<file path="config.mk">
export PLATFORM = sky130hd
export DESIGN_NAME = axpy_chain
export DESIGN_NICKNAME = d
export VERILOG_FILES = /design/src/rtl/axpy_pkg.sv /design/src/rtl/vpipe_delay.sv /design/src/rtl/axpy_mul_unit.sv /design/src/rtl/axpy_add_unit.sv /design/src/rtl/axpy_ctrl.sv /design/src/rtl/axpy_chain.sv
export SDC_FILE = /design/constraint.sdc
export NUM_CORES = 2
export LEC_CHECK = 0
export BUFFER_PORTS_ARGS = -buffer_cell sky130_fd_sc_hd__buf_2
export CAP_MARGIN = 5
export CORE_MARGIN = 1.5
export CORE_UTILIZATION = 55
export DETAILED_ROUTE_END_ITERATION = 12
export PLACE_DENSITY = 0.69
export SYNTH_ARGS = -nofsm -noshare
export SYNTH_HDL_FRONTEND = slang
export SYNTH_SLANG_ARGS = --single-unit
</file>
<file path="constraint.sdc">
create_clock -name clk -period 14.6 [get_ports clk]
set_input_delay 0.73 -clock clk [delete_from_list [all_inputs] [get_ports clk]]
set_output_delay 0.73 -clock clk [all_outputs]
set_load 0.02 [all_outputs]
</file>
<file path="src/rtl/axpy_pkg.sv">
package axpy_pkg;
  parameter int unsigned DW = 32;

  // low DW bits of the signed product
  function automatic logic [DW-1:0] wrap_mul(input logic [DW-1:0] a, input logic [DW-1:0] x);
    logic signed [2*DW-1:0] full;
    full = $signed(a) * $signed(x);
    return full[DW-1:0];
  endfunction

  // modulo-2^DW sum, no overflow reporting
  function automatic logic [DW-1:0] wrap_add(input logic [DW-1:0] p, input logic [DW-1:0] y);
    return p + y;
  endfunction
endpackage

</file>
<file path="src/rtl/vpipe_delay.sv">
module vpipe_delay #(
  parameter int W     = 8,
  parameter int DEPTH = 4
) (
  input  logic         clk,
  input  logic         rst_n,
  input  logic         v_in,
  input  logic [W-1:0] d_in,
  output logic         v_out,
  output logic [W-1:0] d_out
);
  logic [DEPTH-1:0] v_q;
  logic [W-1:0]     d_q [DEPTH];

  always_ff @(posedge clk) begin
    if (!rst_n) v_q[0] <= 1'b0;
    else        v_q[0] <= v_in;
    d_q[0] <= d_in;
  end

  for (genvar k = 1; k < DEPTH; k++) begin : g_stage
    always_ff @(posedge clk) begin
      if (!rst_n) v_q[k] <= 1'b0;
      else        v_q[k] <= v_q[k-1];
      d_q[k] <= d_q[k-1];
    end
    // a valid token advances exactly one stage per clock
    a_r3_stage_advance: assert property (@(posedge clk) disable iff (!rst_n)
      v_q[k-1] |=> v_q[k]);
  end

  assign v_out = v_q[DEPTH-1];
  assign d_out = d_q[DEPTH-1];
endmodule

</file>
<file path="src/rtl/axpy_mul_unit.sv">
module axpy_mul_unit
  import axpy_pkg::*;
#(
  parameter int LAT = 7,
  parameter int IW  = 6
) (
  input  logic          clk,
  input  logic          rst_n,
  input  logic          v_in,
  input  logic [DW-1:0] a,
  input  logic [DW-1:0] x,
  input  logic [DW-1:0] y,
  input  logic [IW-1:0] idx,
  output logic          v_out,
  output logic [DW-1:0] prod,
  output logic [DW-1:0] y_out,
  output logic [IW-1:0] idx_out
);
  localparam int PW = 2*DW + IW;
  logic [PW-1:0] pk_in, pk_out;

  // Y and index ride alongside the product so Y meets product i at the adder
  assign pk_in = {wrap_mul(a, x), y, idx};

  vpipe_delay #(.W(PW), .DEPTH(LAT)) u_line (
    .clk(clk), .rst_n(rst_n), .v_in(v_in), .d_in(pk_in),
    .v_out(v_out), .d_out(pk_out)
  );

  assign prod    = pk_out[PW-1 -: DW];
  assign y_out   = pk_out[IW +: DW];
  assign idx_out = pk_out[IW-1:0];
endmodule

</file>
<file path="src/rtl/axpy_add_unit.sv">
module axpy_add_unit
  import axpy_pkg::*;
#(
  parameter int LAT = 6,
  parameter int IW  = 6
) (
  input  logic          clk,
  input  logic          rst_n,
  input  logic          v_in,
  input  logic [DW-1:0] p,
  input  logic [DW-1:0] y,
  input  logic [IW-1:0] idx,
  output logic          v_out,
  output logic [DW-1:0] sum,
  output logic [IW-1:0] idx_out
);
  localparam int SW = DW + IW;
  logic [SW-1:0] pk_out;

  vpipe_delay #(.W(SW), .DEPTH(LAT)) u_line (
    .clk(clk), .rst_n(rst_n), .v_in(v_in), .d_in({wrap_add(p, y), idx}),
    .v_out(v_out), .d_out(pk_out)
  );

  assign sum     = pk_out[SW-1 -: DW];
  assign idx_out = pk_out[IW-1:0];
endmodule

</file>
<file path="src/rtl/axpy_ctrl.sv">
module axpy_ctrl
  import axpy_pkg::*;
#(
  parameter int MAX_VL = 64,
  parameter int VW     = 7,
  parameter int IW     = 6
) (
  input  logic          clk,
  input  logic          rst_n,
  input  logic          start,
  input  logic [VW-1:0] vlen,
  input  logic [DW-1:0] scalar_a,
  input  logic          x_valid,
  input  logic          y_valid,
  input  logic          res_valid,
  input  logic [IW-1:0] res_idx,
  output logic          accept,
  output logic [IW-1:0] in_idx,
  output logic [DW-1:0] a_q,
  output logic          busy,
  output logic          done
);
  logic [VW-1:0] vl_r, in_cnt, out_cnt;
  logic start_ok, last_out;

  assign start_ok = start && !busy && (vlen != '0) && (vlen <= VW'(MAX_VL));
  assign accept   = busy && (in_cnt < vl_r) && x_valid && y_valid;
  assign last_out = res_valid && (out_cnt == vl_r - VW'(1));
  assign in_idx   = in_cnt[IW-1:0];

  always_ff @(posedge clk) begin
    if (!rst_n) begin
      busy <= 1'b0; done <= 1'b0; vl_r <= '0;
      in_cnt <= '0; out_cnt <= '0; a_q <= '0;
    end else begin
      done <= last_out;
      if (start_ok) begin
        busy <= 1'b1; vl_r <= vlen; a_q <= scalar_a;
        in_cnt <= '0; out_cnt <= '0;
      end else begin
        if (accept)    in_cnt  <= in_cnt + VW'(1);
        if (res_valid) out_cnt <= out_cnt + VW'(1);
        if (last_out)  busy    <= 1'b0;
      end
    end
  end

  a_r6_idx_in_order: assert property (@(posedge clk) disable iff (!rst_n)
    res_valid |-> (res_idx == out_cnt[IW-1:0]));
  a_r5_done_after_last: assert property (@(posedge clk) disable iff (!rst_n)
    done |-> $past(res_valid));
  a_r5_done_drops_busy: assert property (@(posedge clk) disable iff (!rst_n)
    done |-> !busy);
  a_r4_no_result_idle: assert property (@(posedge clk) disable iff (!rst_n)
    !busy |-> !res_valid);
  a_r4_count_bound: assert property (@(posedge clk) disable iff (!rst_n)
    in_cnt <= vl_r);
  a_r7_start_busy_ignored: assert property (@(posedge clk) disable iff (!rst_n)
    (busy && start) |=> $stable(vl_r));
  a_r8_scalar_held: assert property (@(posedge clk) disable iff (!rst_n)
    busy |=> $stable(a_q));
endmodule

</file>
<file path="src/rtl/axpy_chain.sv">
module axpy_chain
  import axpy_pkg::*;
#(
  parameter int MAX_VL  = 64,
  parameter int MUL_LAT = 7,
  parameter int ADD_LAT = 6
) (
  input  logic                          clk,
  input  logic                          rst_n,
  input  logic                          start,
  input  logic [$clog2(MAX_VL+1)-1:0]   vlen,
  input  logic [DW-1:0]                 scalar_a,
  input  logic                          x_valid,
  input  logic [DW-1:0]                 x_data,
  input  logic                          y_valid,
  input  logic [DW-1:0]                 y_data,
  output logic                          res_valid,
  output logic [DW-1:0]                 res_data,
  output logic [$clog2(MAX_VL)-1:0]     res_idx,
  output logic                          done,
  output logic                          busy
);
  localparam int VW = $clog2(MAX_VL+1);
  localparam int IW = $clog2(MAX_VL);

  logic          accept;
  logic [IW-1:0] in_idx, m_idx;
  logic [DW-1:0] a_q, m_prod, m_y;
  logic          m_v;

  axpy_ctrl #(.MAX_VL(MAX_VL), .VW(VW), .IW(IW)) u_ctrl (
    .clk(clk), .rst_n(rst_n), .start(start), .vlen(vlen), .scalar_a(scalar_a),
    .x_valid(x_valid), .y_valid(y_valid), .res_valid(res_valid), .res_idx(res_idx),
    .accept(accept), .in_idx(in_idx), .a_q(a_q), .busy(busy), .done(done)
  );

  axpy_mul_unit #(.LAT(MUL_LAT), .IW(IW)) u_mul (
    .clk(clk), .rst_n(rst_n), .v_in(accept), .a(a_q), .x(x_data), .y(y_data),
    .idx(in_idx), .v_out(m_v), .prod(m_prod), .y_out(m_y), .idx_out(m_idx)
  );

  // chained: adder consumes each product the cycle it leaves the multiplier
  axpy_add_unit #(.LAT(ADD_LAT), .IW(IW)) u_add (
    .clk(clk), .rst_n(rst_n), .v_in(m_v), .p(m_prod), .y(m_y), .idx(m_idx),
    .v_out(res_valid), .sum(res_data), .idx_out(res_idx)
  );

  a_r4_product_needs_busy: assert property (@(posedge clk) disable iff (!rst_n)
    m_v |-> busy);
endmodule

</file>
==> flow_summary.ini <==
[run_status]
outcome = finished, final reports clean

[hold_path]
worst_hold_path.endpoint = u_mul.u_line.d_q[0][17]$_DFF_P_
min_from = y_data[11]
min_path_cells = 1
min_path_type = primary input to flop

[clock_network]
numCtsBuffers = 76
cts_hold_buffers = 0
post_cts_resized = 0
cts_tree = yes
postCtsSetupRepairBufs = 0
cts_max_level = 3
clk_pin_slew_ns = 0.07
max-clock-path-buffers = 3
cts_sinks = 786
root_buffer = clkbuf_16
clock_latency_ns = 0.61

[synthesis]
synth_edf_count = 0
synth_nets = 3807
ys_ff_latch = 786
synthesis.area_sq_mm = 0.0352
synth_cells = 3100
synthArstFlopShare = 0
yosys.area.top_type = dfxtp_1
synth.avg_cell_area_sq_um = 11.4
synth.area.top_cells = dfxtp_1, fa_1, ha_1, and2_1, inv_1
synth_cell_types = 73
synth.yosys.warnings = 0
synth_ff_type = dfxtp_1
synth_top_area_frac = 0.447
synth_seq_area_share = 0.447

[drt]
firstDrtPassIters = 5
initialDrtViolationCount = 1244
drcViolationCount = 0
vias = 20900
drt_wl_total_mm = 71.6
ant_nets = 0
wire_per_inst_um = 17.3
vias_per_cell = 5.05

[setup_path]
reg2reg_to = u_mul.u_line.d_q[0][69]$_DFF_P_
cp-end-kind = flop
path_cells = and2_1 > fa_1 > fa_1 > fa_1 > inv_1 > fa_1 > inv_1 > fa_1 > inv_1 > fa_1 > inv_1 > fa_1 > fa_1 > ha_1 > nand3_1 > or2_2 > o221ai_1 > nand3_1 > a21oi_1 > a31oi_1 > xnor2_1
rrSetupSlack_ns = 7.14
reg2reg_depth = 21
startpoint_type = flop
slowest_stage = dfxtp_1
path_class = flop to flop
critPathRequiredTime_ns = 15.08
rr_startpoint = u_ctrl.a_q[11]$_SDFFE_PN0P_
cp_max_fo = 22
cp_slowest_stage_delay_ns = 0.99
cp.arrival_ns = 7.94
critPathMostFrequentCell = fa_1

[sta]
rsz0062_at_grt = no
layout_setup_ws_ns = 7.14
hold_violations = 0
fin_skew_ns = 0.0294
period_share = 0.511
tightestPinTransition_ns = 1.03
max_freq_mhz = 134
post-route-min-period_ns = 7.46
relSlewSlack = 0.314
hold-worst-slack_ns = 0.220
setup_viol = 0
fin_tns_setup_ns = 0
slew_violations = 0

[place]
portBuffers = 148
place_ws_ns = 6.98
gp_congestion = 0.897
dp_hpwl_mm = 52.3

[floorplanning]
die_area_sq_mm = 0.0656
core_sq_mm = 0.0632
die_w_um = 256
die_h_um = 256
start_util = 0.557
io_pins = 149
num_rows = 92

[power]
leakage_nw = 18.4
p_per_area_mw_per_mm2 = 164
vdd_drop_max_mv = 0.107

[global_routing]
grt_pass1_vias = 22500
grt_max_degree = 48
antenna_found_initial = 2
grtUsageTotal = 0.225
gr-total-overflow = 0
grt_pass1_wl_mm = 116

[cells_and_area]
syn2layout_area_growth_pct = 11.7
drive_above_1_share = 0.0949
fin_nets = 3943

[run]
cap_violations = 0
per-stage QoR:
step           power, mW  utilization  area [sq um]  instances
2_1_floorplan       4.03            -         35200       3100
3_3_place_gp        4.44        0.581         36700       4004
3_5_place_dp        4.52        0.581         36700       4004
4_1_cts             6.51        0.623         39300       4145
5_1_grt             6.83        0.623         39300       4145
6_report            6.45        0.623         39300       4147
synth_stat cells (8+ instances only):
| master | n |
|---|---|
| nand3_1 | 14 |
| nor2_1 | 56 |
| dfxtp_1 | 786 |
| nor3_1 | 10 |
| xnor2_1 | 96 |
| or3_1 | 8 |
| a211oi_1 | 9 |
| and2_1 | 364 |
| xor2_1 | 27 |
| nand2b_1 | 10 |
| ha_1 | 190 |
| fa_1 | 409 |
| a21o_1 | 29 |
| nand2_1 | 294 |
| clkbuf_1 | 99 |
| a21oi_1 | 86 |
| inv_1 | 461 |
| mux2i_1 | 10 |
| o21ai_0 | 19 |
layer usage:
metal	track usage	wire length (um)	vias to the layer above
met2	0.372	33900	687
met3	0.0430	4960	182
met1	0.287	29800	10400
met4	0.101	2900	0
met5	0	0	-
li1	-	-	9696
kinds of logic (layout without fill, tap and decap cells):
family	after synthesis	after routing	synth area share
buffers and inverters	569	768	0.0609
AND/OR/NAND/NOR	796	796	0.117
other	0	2	0
adder cells (fa/ha/maj)	600	600	0.300
multiplexers	11	11	0.00316
XOR/XNOR	123	123	0.0306
flip-flops	786	786	0.447
AO/OA/AOI/OAI	215	215	0.0409
registers in the layout, summed over array words and instances (netlist names):
| signal | flops |
|---|---|
| u_ctrl.busy | 1 |
| u_ctrl.out_cnt | 7 |
| u_ctrl.done | 1 |
| u_mul.u_line.v_q | 6 |
| u_add.u_line.v_q | 5 |
| u_ctrl.vl_r | 7 |
| u_ctrl.in_cnt | 7 |
| u_add.u_line.v_out | 1 |
| u_add.u_line.d_q | 228 |
| u_ctrl.a_q | 32 |
| u_mul.u_line.v_out | 1 |
| u_mul.u_line.d_q | 490 |
power breakdown:
group / internal, mW / leakage [nW] / switching [mW]
Clock: 1.16 / 1.25 / 0.803
Combinational: 0.679 / 10.6 / 0.980
Sequential: 2.70 / 6.57 / 0.129
critical path, delay by kind of cell (launching register included):
kind                     cells  cell delay [ns]
AND/OR/NAND/NOR              4             0.87
XOR/XNOR                     1             0.15
adder cells (fa/ha/maj)      9             4.27
buffers and inverters        4             0.22
flip-flops                   1             0.99
AO/OA/AOI/OAI                3             0.80
cells in the final DEF, fill, tap and decap left out, drive strengths merged, types with 11 or more instances in the layout:
cell / synthesis / final
nand3: 14 / 14
xor2: 27 / 27
ha: 190 / 190
nand2: 294 / 294
fa: 409 / 409
dfxtp: 786 / 786
a21oi: 91 / 91
clkinv: 0 / 16
inv: 461 / 465
and2: 364 / 364
xnor2: 96 / 96
clkbuf: 99 / 107
a21o: 29 / 29
nor2: 58 / 58
a211oi: 11 / 11
nor3: 11 / 11
buf: 9 / 166
o21ai: 23 / 23
worst max-delay path by stage:
stage / depth (start not counted) / end / from
2_1_floorplan: 23 / u_mul.u_line.d_q[0][66]$_DFF_P_ / x_data[3]
3_3_place_gp: 22 / u_mul.u_line.d_q[0][69]$_DFF_P_ / x_data[3]
3_5_place_dp: 22 / u_mul.u_line.d_q[0][69]$_DFF_P_ / x_data[2]
4_1_cts: 21 / u_mul.u_line.d_q[0][69]$_DFF_P_ / u_ctrl.a_q[11]$_SDFFE_PN0P_
5_1_grt: 21 / u_mul.u_line.d_q[0][69]$_DFF_P_ / u_ctrl.a_q[11]$_SDFFE_PN0P_
6_report: 21 / u_mul.u_line.d_q[0][69]$_DFF_P_ / u_ctrl.a_q[11]$_SDFFE_PN0P_
final cells by class:
type,count,area [sq um]
clock buffer,107,2160
tap,846,1060
sequential,786,15700
clock inverter,34,447
timing repair buffer,166,876
antenna,2,5.00
inverter,461,1730
multi-input combinational,1745,17300
fill,5005,23800
(Power assumes the default switching activity.)
